<file path="src/rtl/per_guard_pkg.sv">
package per_guard_pkg;
    typedef enum logic [1:0] {
        ST_IDLE  = 2'd0,
        ST_LEARN = 2'd1,
        ST_TRACK = 2'd2,
        ST_BLOCK = 2'd3
    } pg_state_e;
endpackage

</file>
<file path="src/rtl/per_guard_satcnt.sv">
module per_guard_satcnt #(
    parameter int W       = 12,
    parameter int CLR_VAL = 0
) (
    input  logic         clk,
    input  logic         rst_n,
    input  logic         clr,
    input  logic         inc,
    output logic [W-1:0] cnt,
    output logic         sat
);
    assign sat = &cnt;

    always_ff @(posedge clk) begin
        if (!rst_n)          cnt <= '0;
        else if (clr)        cnt <= W'(CLR_VAL);
        else if (inc && !sat) cnt <= cnt + 1'b1;
    end


    sat_hold_chk: assert property (@(posedge clk) disable iff (!rst_n)
        (sat && !clr) |=> sat);
endmodule

</file>
<file path="src/rtl/per_guard_scale.sv">
module per_guard_scale #(
    parameter int W   = 12,
    parameter int NUM = 993,
    parameter int SH  = 10
) (
    input  logic [W-1:0] val,
    output logic [W-1:0] res
);
    localparam int NW = $clog2(NUM + 1);
    localparam int PW = W + NW;

    logic [PW-1:0] prod;
    logic [PW-1:0] quo;

    assign prod = PW'(val) * PW'(NUM);
    assign quo  = prod >> SH;
    assign res  = (|quo[PW-1:W]) ? '1 : quo[W-1:0];
endmodule

</file>
<file path="src/rtl/per_guard.sv">
module per_guard
    import per_guard_pkg::*;
#(
    parameter int CNT_W    = 12,
    parameter int CUT_NUM  = 993,
    parameter int CUT_SH   = 10,
    parameter int GROW_NUM = 1177,
    parameter int GROW_SH  = 10,
    parameter int FLT_NUM  = 6,
    parameter int FLT_DEN  = 5
) (
    input  logic clk,
    input  logic rst_n,
    input  logic edge_stb,
    input  logic gate_on,
    input  logic pred_off,
    output logic off_req,
    output logic fault_stb
);
    localparam int CW = CNT_W + 4;

    pg_state_e st, st_nx;

    logic [CNT_W-1:0] per_cnt, on_cnt, cut_val, grow_val;
    logic [CNT_W-1:0] prev_per, cut_lim, grow_lim;
    logic             per_sat, on_sat, gate_d, on_ok;
    logic             fall, slow, fault_now, load_per;
    logic             per_cut, grow_cut;
    logic [CW-1:0]    slow_lhs, slow_rhs;

    per_guard_satcnt #(.W(CNT_W), .CLR_VAL(1)) u_per_cnt (
        .clk(clk), .rst_n(rst_n), .clr(edge_stb), .inc(1'b1),
        .cnt(per_cnt), .sat(per_sat));

    per_guard_satcnt #(.W(CNT_W), .CLR_VAL(0)) u_on_cnt (
        .clk(clk), .rst_n(rst_n), .clr(edge_stb), .inc(gate_on),
        .cnt(on_cnt), .sat(on_sat));

    per_guard_scale #(.W(CNT_W), .NUM(CUT_NUM), .SH(CUT_SH)) u_cut (
        .val(per_cnt), .res(cut_val));

    per_guard_scale #(.W(CNT_W), .NUM(GROW_NUM), .SH(GROW_SH)) u_grow (
        .val(on_cnt), .res(grow_val));

    assign fall     = gate_d && !gate_on;
    assign slow_lhs = CW'(per_cnt) * CW'(FLT_DEN);
    assign slow_rhs = CW'(prev_per) * CW'(FLT_NUM);
    assign slow     = per_sat || (slow_lhs > slow_rhs);
    assign fault_now = edge_stb && (st == ST_TRACK) && slow;

    // next state
    always_comb begin
        st_nx    = st;
        load_per = 1'b0;
        unique case (st)
            ST_IDLE:  if (edge_stb) st_nx = ST_LEARN;
            ST_LEARN: if (edge_stb && !per_sat) begin
                          st_nx    = ST_TRACK;
                          load_per = 1'b1;
                      end
            ST_TRACK: if (edge_stb) begin
                          if (slow) st_nx = ST_BLOCK;
                          else      load_per = 1'b1;
                      end
            ST_BLOCK: if (edge_stb) begin
                          if (per_sat) st_nx = ST_LEARN;
                          else begin
                              st_nx    = ST_TRACK;
                              load_per = 1'b1;
                          end
                      end
        endcase
    end

    // state register
    always_ff @(posedge clk) begin
        if (!rst_n) st <= ST_IDLE;
        else        st <= st_nx;
    end

    // history registers
    always_ff @(posedge clk) begin
        if (!rst_n) begin
            prev_per  <= '0;
            cut_lim   <= '0;
            grow_lim  <= '0;
            on_ok     <= 1'b0;
            gate_d    <= 1'b0;
            fault_stb <= 1'b0;
        end else begin
            gate_d    <= gate_on;
            fault_stb <= fault_now;
            if (load_per) begin
                prev_per <= per_cnt;
                cut_lim  <= cut_val;
            end
            if (fault_now) begin
                on_ok <= 1'b0;
            end else if (fall && (st == ST_LEARN || st == ST_TRACK)) begin
                grow_lim <= grow_val;
                on_ok    <= 1'b1;
            end
        end
    end

    // outputs
    always_comb begin
        per_cut  = (st == ST_TRACK) && !edge_stb && (per_cnt >= cut_lim);
        grow_cut = on_ok && gate_on && (on_cnt >= grow_lim);
        off_req  = pred_off || (st == ST_BLOCK) || per_cut || grow_cut;
    end


    fault_pulse_chk: assert property (@(posedge clk) disable iff (!rst_n)
        fault_stb |=> !fault_stb);

    fault_src_chk: assert property (@(posedge clk) disable iff (!rst_n)
        fault_stb |-> ($past(edge_stb) && $past(st == ST_TRACK)));

    block_hold_chk: assert property (@(posedge clk) disable iff (!rst_n)
        (st == ST_BLOCK) |-> off_req);

    pass_chk: assert property (@(posedge clk) disable iff (!rst_n)
        pred_off |-> off_req);

    learn_quiet_chk: assert property (@(posedge clk) disable iff (!rst_n)
        (st == ST_IDLE || st == ST_LEARN) |-> !fault_stb);

    cut_short_chk: assert property (@(posedge clk) disable iff (!rst_n)
        cut_val <= per_cnt);
endmodule

</file>
<file path="config.mk">
export PLATFORM = sky130hd
export DESIGN_NAME = per_guard
export DESIGN_NICKNAME = d
export VERILOG_FILES = /design/src/rtl/per_guard_pkg.sv /design/src/rtl/per_guard_satcnt.sv /design/src/rtl/per_guard_scale.sv /design/src/rtl/per_guard.sv
export SDC_FILE = /design/constraint.sdc
export NUM_CORES = 1
export LEC_CHECK = 0
export ABC_CLOCK_PERIOD_IN_PS = 4700
export CAP_MARGIN = 0
export CORE_AREA = 3 3 190 136
export DETAILED_ROUTE_END_ITERATION = 8
export DIE_AREA = 0 0 193 139
export DONT_BUFFER_PORTS = 1
export SYNTH_ARGS = -nofsm -noshare
export SYNTH_HDL_FRONTEND = slang
export SYNTH_SLANG_ARGS = --single-unit
export TNS_END_PERCENT = 20
</file>
<file path="constraint.sdc">
create_clock -name clk -period 4.7 [get_ports clk]
set_input_delay 0.47 -clock clk [delete_from_list [all_inputs] [get_ports clk]]
set_output_delay 0.47 -clock clk [all_outputs]
set_load 0.02 [all_outputs]
</file>
Word level (Yosys, flattened, before mapping)
Cells that the tools add are included.
{"block": "word_totals", "regBits": 65}
{"block": "classes", "add_sub_neg": 2, "n_mul": 4, "n_lt_le_gt_ge": 3, "eq_ne": 9, "muxes": 16, "n_bitwise": 2, "reduce_logical": 26}
{"op": "$add 12x1->12 const B", "count": 2}
{"op": "$ge 12x12->1", "count": 2}
{"op": "$reduce_and 12->1", "count": 2}
{"op": "$mul 12x11->23 const B", "count": 1}
{"op": "$mul 12x10->22 const B", "count": 1}
{"op": "$gt 15x15->1", "count": 1}
{"op": "$mul 12x3->15 const B", "count": 1}
{"op": "$mul 12x2->14 const B", "count": 1}
{"op": "$mux 12", "count": 1}
{"op": "$mux 2", "count": 6}
{"op": "$ne 2x2->1 const B", "count": 6}
{"op": "$logic_and 1x1->1", "count": 10}
{"op": "$pmux 2 s4", "count": 1}
{"op": "$mux 1", "count": 7}
{"op": "$logic_or 1x1->1", "count": 5}
{"op": "$reduce_and 5->1", "count": 1}
{"op": "$eq 2x2->1 const B", "count": 2}
{"op": "$logic_not 1->1", "count": 4}
{"op": "$reduce_or 2->1", "count": 2}
{"op": "$pmux 1 s3", "count": 1}
{"op": "$eq 2x1->1 const B", "count": 1}
{"op": "$logic_not 2->1", "count": 1}
{"op": "$not 1->1", "count": 2}
{"op": "$reduce_and 2->1", "count": 1}

Logic depth before layout (Yosys ltp)
Gate-level depths: netlist of the first run.
{"block": "depth", "depth_word": 6, "mapped_depth": 21, "depth_no_buf": 20}

Modules after synthesis
Synthesis of the first run repeated with hierarchy kept, for this count alone.
{"block": "unflattened", "hier_cells": 1040, "hier_area_um2": 9252.6}
{"module": "per_guard", "n_inst": 1, "cells_each": 434, "area_per_inst_um2": 3694.8, "seq_area_each_um2": 820.8}
{"module": "per_guard_scale at u_grow", "n_inst": 1, "cells_each": 234, "area_per_inst_um2": 2164.6, "seq_area_each_um2": 0.0}
{"module": "per_guard_scale at u_cut", "n_inst": 1, "cells_each": 218, "area_per_inst_um2": 2090.8, "seq_area_each_um2": 0.0}
{"module": "per_guard_satcnt at u_per_cnt", "n_inst": 1, "cells_each": 80, "area_per_inst_um2": 684.4, "seq_area_each_um2": 240.2}
{"module": "per_guard_satcnt at u_on_cnt", "n_inst": 1, "cells_each": 74, "area_per_inst_um2": 618.1, "seq_area_each_um2": 240.2}

Worst setup path before layout of the first run
Ideal clock, no wire load.
{"block": "synth_path", "path_type": "reg2reg", "start": "register u_per_cnt.cnt[2]", "end": "register cut_lim[9]", "setup_time_ns": 0.123, "t_arrival_ns": 4.731, "path_slack_ns": -0.154, "path_stages_with_launch": 19, "path_buffers": 0, "path_cell_list": "dfxtp_1 > inv_1 > fa_1 > fa_1 > inv_1 > fa_1 > ha_1 > inv_1 > fa_1 > inv_1 > ha_1 > a21o_1 > a21o_1 > a221oi_1 > o21bai_1 > a31oi_1 > nor2b_1 > xnor2_1 > o22ai_1"}
{"block": "synth_between", "elab_chain_len": 6, "word_cells_on_any_way": 13, "classes_between": "2 x mul; 1 x order compare; 6 x mux; 4 x reduce/logical"}
{"element": "start, declared", "line": "per_guard_satcnt.sv:9", "source": "output logic [W-1:0] cnt,"}
{"element": "start signal, assigned", "line": "per_guard_satcnt.sv:16", "source": "else if (clr) cnt <= W'(CLR_VAL);"}
{"element": "start signal, assigned", "line": "per_guard_satcnt.sv:17", "source": "else if (inc && !sat) cnt <= cnt + 1'b1;"}
{"element": "$mul 12x3->15", "line": "per_guard.sv:46", "source": "assign slow_lhs = CW'(per_cnt) * CW'(FLT_DEN);"}
{"element": "$gt 15x15->1", "line": "per_guard.sv:48", "source": "assign slow = per_sat || (slow_lhs > slow_rhs);"}
{"element": "$logic_or 1x1->1", "line": "per_guard.sv:48"}
{"element": "$mux 1", "line": "per_guard.sv:62", "source": "if (slow) st_nx = ST_BLOCK;"}
{"element": "$mux 1", "line": "per_guard.sv:61", "source": "ST_TRACK: if (edge_stb) begin"}
{"element": "$pmux 1 s3", "line": "per_guard.sv:55", "source": "unique case (st)"}
{"element": "end signal, assigned", "line": "per_guard.sv:95", "source": "cut_lim <= cut_val;"}
{"element": "end, declared", "line": "per_guard.sv:25", "source": "logic [CNT_W-1:0] prev_per, cut_lim, grow_lim;"}
Parallel ways exist; a longest one is shown, timed or not.
A chain may end at the register's enable or synchronous reset.

Worst setup path in the final report of the first run
{"block": "layout_path", "start": "register u_on_cnt.cnt[7]", "end": "register grow_lim[0]"}
{"block": "layout_between", "elab_chain_len": 2}
{"element": "start, declared", "line": "per_guard_satcnt.sv:9"}
{"element": "start signal, assigned", "line": "per_guard_satcnt.sv:16"}
{"element": "start signal, assigned", "line": "per_guard_satcnt.sv:17"}
{"element": "$mul 12x11->23", "line": "per_guard_scale.sv:15", "source": "assign prod = PW'(val) * PW'(NUM);"}
{"element": "$mux 12", "line": "per_guard_scale.sv:17", "source": "assign res = (|quo[PW-1:W]) ? '1 : quo[W-1:0];"}
{"element": "end signal, assigned", "line": "per_guard.sv:100", "source": "grow_lim <= grow_val;"}
{"element": "end, declared", "line": "per_guard.sv:25"}
No other way between the ends.

==> out/qor.txt, run 1 <==
CTS buffer count - 9
drt initial violations - 309
R2R Path Start - u_on_cnt.cnt[7]
number of synthesized register bits - 65
reg2reg end - grow_lim[0]
final WL - 19500 microns
die width - 193 microns
Remaining DRCs - 0
# port buffers - 0
Hold WS - 0.254 ns
Synth Area per Inst - 9.47 sq um
top-count cell post-synth - ha_1
commonest cells in the netlist - ha_1 (215), inv_1 (119), nor2_1 (70)
GPL Wtd Cong - 0.841
hpwl dp - 15100 microns
clk_lat worst skew - 0.34 ns
Max Cap Viol - 0
EDFF count, synth - 0
WP data required - 4.94 ns
Clock power frac - 0.413
Syn Std Cell Area - 8190 sq um
via count - 6260
largest net degree at the start of global routing - 28
worst reg2reg setup slack - 0.08 ns
TritonCTS clock tree - done
CP Capture Type - register
CP Launch Point - u_on_cnt.cnt[7]
min Tclk post-route - 4.62 ns
clock slew at reported path FFs - 0.06 ns
Starting Density - 0.336
total gr overflow - 0
critical path's slowest cell - fa_1
Max clock buf depth - 2
first drt pass iteration count - 4
Die Area - 26800 sq um
Critical Path Source Type - register
crit path capture - grow_lim[0]
sequential area share after synthesis - 0.159
worst r2r path cells - 17
# diodes - 0
Max Fanout on Critical Path - 6
vias in the first global route - 5885
GRT Overall Usage - 0.147
Yosys top cell area share - 0.329
Root Driver - clkbuf_16
crit path kind - register to register
fin nets - 1230
initial antenna violation count - 0
Fill cells - 2415
top post-synthesis cells by area - ha_1 (33%), dfxtp_1 (16%), fa_1 (13%)
RSZ-0062 raised after global routing - true
fmax - 216 MHz
power per cell area - 179 nW/um^2
worst slack at placement - -0.209 ns
FFs w/ async S/R, synth - 0
Peak VDD IR - 0.192 mV
Hold WC Path Type - input port to register
IO Count - 7
Die Height - 139 microns
Leak Pwr - 5.27 nW
first-pass GRT wire length - 31200 microns
net switching power - 0.545 mW
Flop pwr share - 0.335
Final Max Tran Viols - 0
CTS sink count - 65
top cell type by total area after synthesis - ha_1
fin area - 10100 sq um
switching share of power - 0.303
area grow syn2layout - 22.9%
Logic pwr share - 0.253
CORE AREA - 24400 sq um
Internal - 1.26 mW
final setup fails - 0
Net Count, Synth - 1139
status - finished clean
Max-Slew Margin vs Limit - 0.320
synth unique cells - 57
Largest stage delay, worst path - 0.54 ns
layout cells sized above 1 - 0.193
post-route setup slack - 0.0777 ns
number of cell rows - 48
Final ANT Viol Nets - 0
Tot Pwr - 1.80 mW
post-placement cell area - 9070 sq um
Worst Max-Slew Pin Slew - 1.01 ns
H-tree levels - 3
crit path DAT - 4.86 ns
DR WL/cell - 15.2 microns
Synth Warn # - 0
prevailing post-synth register cell - dfxtp_1
Clock Skew - 0.00607 ns
Via density - 4.87
period utilization - 0.983
CP cell instances - ha_4 -> ha_4 -> inv_2 -> fa_1 -> fa_1 -> inv_2 -> fa_1 -> ha_4 -> and3_4 -> and4_1 -> a32oi_2 -> a31oi_2 -> o41ai_2 -> xor2_1 -> buf_4 -> nand2_4 -> o221a_4
final hold violations - 0
setup TNS - 0 ns
Cells after Synth - 864
-- metrics by stage --
stage | std cells | utilization
2_1_floorplan | 864 | -
3_3_place_gp | 1244 | 0.372
3_5_place_dp | 1244 | 0.372
4_1_cts | 1264 | 0.388
5_1_grt | 1285 | 0.413
6_report | 1285 | 0.413
-- layer usage --
layer / routed length (microns) / GRT usage / up-vias / part of all wire
met4: 125 / 0.0232 / 0 / 0.0064
met3: 736 / 0.0313 / 8 / 0.038
li1: - / - / 3193 / -
met2: 7550 / 0.192 / 83 / 0.39
met1: 11100 / 0.243 / 2976 / 0.57
met5: 0 / 0 / - / 0
-- cells by family after synthesis --
kind of cell               synth area share
buffers and inverters                0.0634
AOI/OAI and AO/OA                     0.124
adders and majority gates             0.463
DFF                                   0.159
muxes                                0.0245
and+or+nand+nor                       0.101
xor gates and xnor gates             0.0653
-- layout make-up --
| cell class | instances | area [sq um] | share of cell area |
|---|---|---|---|
| Clock buffer | 9 | 225 | 0.0224 |
| Clock inverter | 7 | 95.1 | 0.00945 |
| Inverter | 120 | 450 | 0.0448 |
| Multi-Input combinational cell | 668 | 6780 | 0.674 |
| Sequential cell | 65 | 1320 | 0.132 |
| Tap cell | 325 | 407 | 0.0404 |
| Timing Repair Buffer | 91 | 783 | 0.0778 |
-- worst max-delay path: cells and delay by family, from the launching register on --
| family | cells | cell delay (ns) |
|---|---|---|
| adder cells (fa/ha/maj) | 6 | 2.27 |
| AO/OA/AOI/OAI | 4 | 1.02 |
| AND/OR/NAND/NOR | 3 | 0.41 |
| flip-flops | 1 | 0.36 |
| buffers and inverters | 3 | 0.23 |
| XOR/XNOR | 1 | 0.23 |
-- power by group through the flow --
stage	Clock, mW	Combinational (mW)	Sequential (mW)
after floorplan	0	0.267	0.611
after global placement	0	0.363	0.615
after detailed placement	0	0.367	0.616
after CTS	0.764	0.371	0.604
after global routing	0.786	0.503	0.607
final	0.744	0.456	0.603
-- sequential cells by signal (all words and copies together) (netlist names) --
register and count:
st 2, gate_d 1, on_ok 1, grow_lim 12, u_on_cnt.cnt 12, u_per_cnt.cnt 12
prev_per 12, cut_lim 12, fault_stb 1
-- placed cells by master, fill, tap and decap left out, drive strengths merged, types with 29 or more instances in the layout --
cell type,count
nand2,29
ha,215
a21oi,39
inv,119
xnor2,32
fa,55
dfxtp,65
nor2,70
xor2,29
buf,88
-- how the worst min path moves through the flow --
| stage | endpoint | slack, ns | cells past startpoint | from |
|---|---|---|---|---|
| floorplan | cut_lim[7] | 0.45 | 2 | cut_lim[7] |
| global placement | cut_lim[8] | 0.46 | 2 | cut_lim[8] |
| detailed placement | cut_lim[8] | 0.48 | 2 | cut_lim[8] |
| CTS | gate_d | 0.24 | 1 | gate_on |
| global route | gate_d | 0.25 | 1 | gate_on |
| finish | gate_d | 0.25 | 1 | gate_on |
-- timing repair --
item	in CTS	in global routing
resized for setup	10	78
hold buffers	0	0
pin swaps	6	69
endpoints found under the setup margin	22	36
gates cloned	1	3
setup buffers	3	18
(Power assumes the default switching activity.)
==> run 2, diff against run 1 <==
--- a/config.mk
+++ b/config.mk
@@ -11,6 +11,7 @@
 export DETAILED_ROUTE_END_ITERATION = 8
 export DIE_AREA = 0 0 193 139
 export DONT_BUFFER_PORTS = 1
+export GPL_TIMING_DRIVEN = 0
 export SYNTH_ARGS = -nofsm -noshare
 export SYNTH_HDL_FRONTEND = slang
 export SYNTH_SLANG_ARGS = --single-unit
==> out/qor.txt, run 2 (synthesis gave the netlist of run 1 again) <==
status - finished clean
net switching power - 0.520 mW
clk_lat worst skew - 0.33 ns
Max Fanout on Critical Path - 6
number of cell rows - 48
min Tclk post-route - 4.70 ns
DR WL/cell - 15.0 microns
GRT Overall Usage - 0.142
H-tree levels - 3
crit path kind - register to register
CTS buffer count - 9
RSZ-0062 raised after global routing - true
fin util - 0.399
Die Height - 139 microns
power per cell area - 182 nW/um^2
total gr overflow - 0
Remaining DRCs - 0
layout cells sized above 1 - 0.149
CP Capture Type - register
Flop pwr share - 0.338
switching share of power - 0.295
area grow syn2layout - 18.9%
Tot Pwr - 1.77 mW
post-route setup slack - 0.00451 ns
WHS Path Cells - 2
Clock Skew - 0.0104 ns
via count - 6109
# diodes - 0
critical path's top delay family - adder cells
most frequent cells in the layout - ha_1 (203), inv_1 (115), nor2_1 (69)
final hold violations - 0
CORE AREA - 24400 sq um
Starting Density - 0.336
Hold WC Path Type - input port to register
Root Driver - clkbuf_16
initial antenna violation count - 0
hpwl dp - 14300 microns
die width - 193 microns
vias in the first global route - 5818
Final ANT Viol Nets - 0
crit path DAT - 4.90 ns
period utilization - 0.999
reg2reg end - cut_lim[10]
CP Buf/Inv Count - 6
Logic pwr share - 0.253
CTS sink count - 65
Internal - 1.25 mW
Max clock buf depth - 2
fmax - 213 MHz
largest net degree at the start of global routing - 13
Peak VDD IR - 0.225 mV
final WL - 18800 microns
Leak Pwr - 5.09 nW
Largest stage delay, worst path - 0.52 ns
Clock power frac - 0.410
GPL Wtd Cong - 0.817
clock slew at reported path FFs - 0.06 ns
Final Max Tran Viols - 0
final setup fails - 0
fin nets - 1193
Via density - 4.90
first drt pass iteration count - 7
Hold Path End - u_per_cnt.cnt[0]
# port buffers - 0
Max Cap Viol - 0
worst slack at placement - -0.800 ns
most common cell after layout, fill and taps aside - ha_1
Hold Crit Start - edge_stb
TritonCTS clock tree - done
WP data required - 4.91 ns
Die Area - 26800 sq um
first-pass GRT wire length - 30400 microns
drt initial violations - 271
Critical Path Source Type - register
worst reg2reg setup slack - 0.005 ns
critical path's slowest cell - fa_1
Max-Slew Margin vs Limit - 0.448
CP cell instances - buf_6 -> fa_1 -> inv_1 -> fa_1 -> fa_1 -> inv_1 -> ha_1 -> inv_1 -> fa_1 -> inv_1 -> ha_1 -> o21ai_2 -> a22oi_2 -> buf_6 -> a221oi_4 -> o21bai_4 -> a31oi_4 -> nor2b_4 -> nand4b_1 -> nand4_1
Fill cells - 2435
IO Count - 7
Worst Max-Slew Pin Slew - 0.826 ns
R2R Path Start - u_per_cnt.cnt[2]
worst r2r path cells - 20
[run 2: power by group through the flow]
stage | logic (mW) | clock network [mW] | registers [mW]
6_report | 0.447 | 0.724 | 0.597
5_1_grt | 0.493 | 0.768 | 0.602
4_1_cts | 0.398 | 0.745 | 0.598
3_5_place_dp | 0.344 | 0 | 0.617
3_3_place_gp | 0.340 | 0 | 0.617
2_1_floorplan | 0.267 | 0 | 0.611
[run 2: timing repair]
| action | in CTS | in global routing |
|---|---|---|
| buffers inserted | 32 | 7 |
| endpoints found under the hold margin | 0 | 0 |
| pin swaps | 37 | 25 |
| hold buffers | 0 | 0 |
| cloned | 2 | 2 |
| endpoints found under the setup margin | 40 | 38 |
| resized for setup | 74 | 33 |
[run 2: how the worst max path moves through the flow]
| stage | from | end | slack, ns | cells after the start |
|---|---|---|---|---|
| final | u_per_cnt.cnt[2] | cut_lim[10] | 0.005 | 20 |
| after detailed placement | u_per_cnt.cnt[1] | grow_lim[9] | -0.80 | 21 |
| after CTS | u_on_cnt.cnt[8] | grow_lim[2] | -0.0009 | 17 |
| after floorplan | u_per_cnt.cnt[1] | cut_lim[9] | 0.0008 | 18 |
| after global placement | u_per_cnt.cnt[1] | grow_lim[10] | -0.77 | 21 |
| after global routing | u_per_cnt.cnt[2] | cut_lim[8] | -0.16 | 20 |
[run 2: final cells by class]
cell class	count	area, sq um	share of cell area
Clock inverter	6	93.8	0.00964
Tap cell	325	407	0.0418
Multi-Input combinational cell	667	6710	0.690
Buffer	12	103	0.0105
Inverter	120	450	0.0463
Sequential cell	65	1360	0.140
Timing Repair Buffer	43	380	0.0391
Clock buffer	9	225	0.0231
[run 2: worst register-to-register path, stage by stage, from the launching register on]
cell	delay, ns
dfxtp_4	0.37
buf_6	0.13
fa_1	0.52
inv_1	0.05
fa_1	0.45
fa_1	0.49
inv_1	0.04
ha_1	0.26
inv_1	0.04
fa_1	0.47
inv_1	0.04
ha_1	0.29
o21ai_2	0.07
a22oi_2	0.09
buf_6	0.14
a221oi_4	0.33
o21bai_4	0.12
a31oi_4	0.24
nor2b_4	0.21
nand4b_1	0.12
nand4_1	0.10
[run 2: routing by layer]
metal	global-route usage	share of wire	vias to the layer above
li1	-	-	3128
met1	0.232	0.57	2906
met2	0.198	0.40	64
met3	0.0210	0.024	11
met4	0.0202	0.0081	0
met5	0	0	-
[run 2: stage by stage]
stage	area (sq um)	cells	hold WS [ns]	TNS, ns
2_1_floorplan	8200	864	0.446	0
3_3_place_gp	8600	1189	0.458	-23.24
3_5_place_dp	8600	1189	0.465	-25.21
4_1_cts	9490	1238	0.254	-0.000938
5_1_grt	9730	1247	0.263	-2.77
6_report	9730	1247	0.262	0
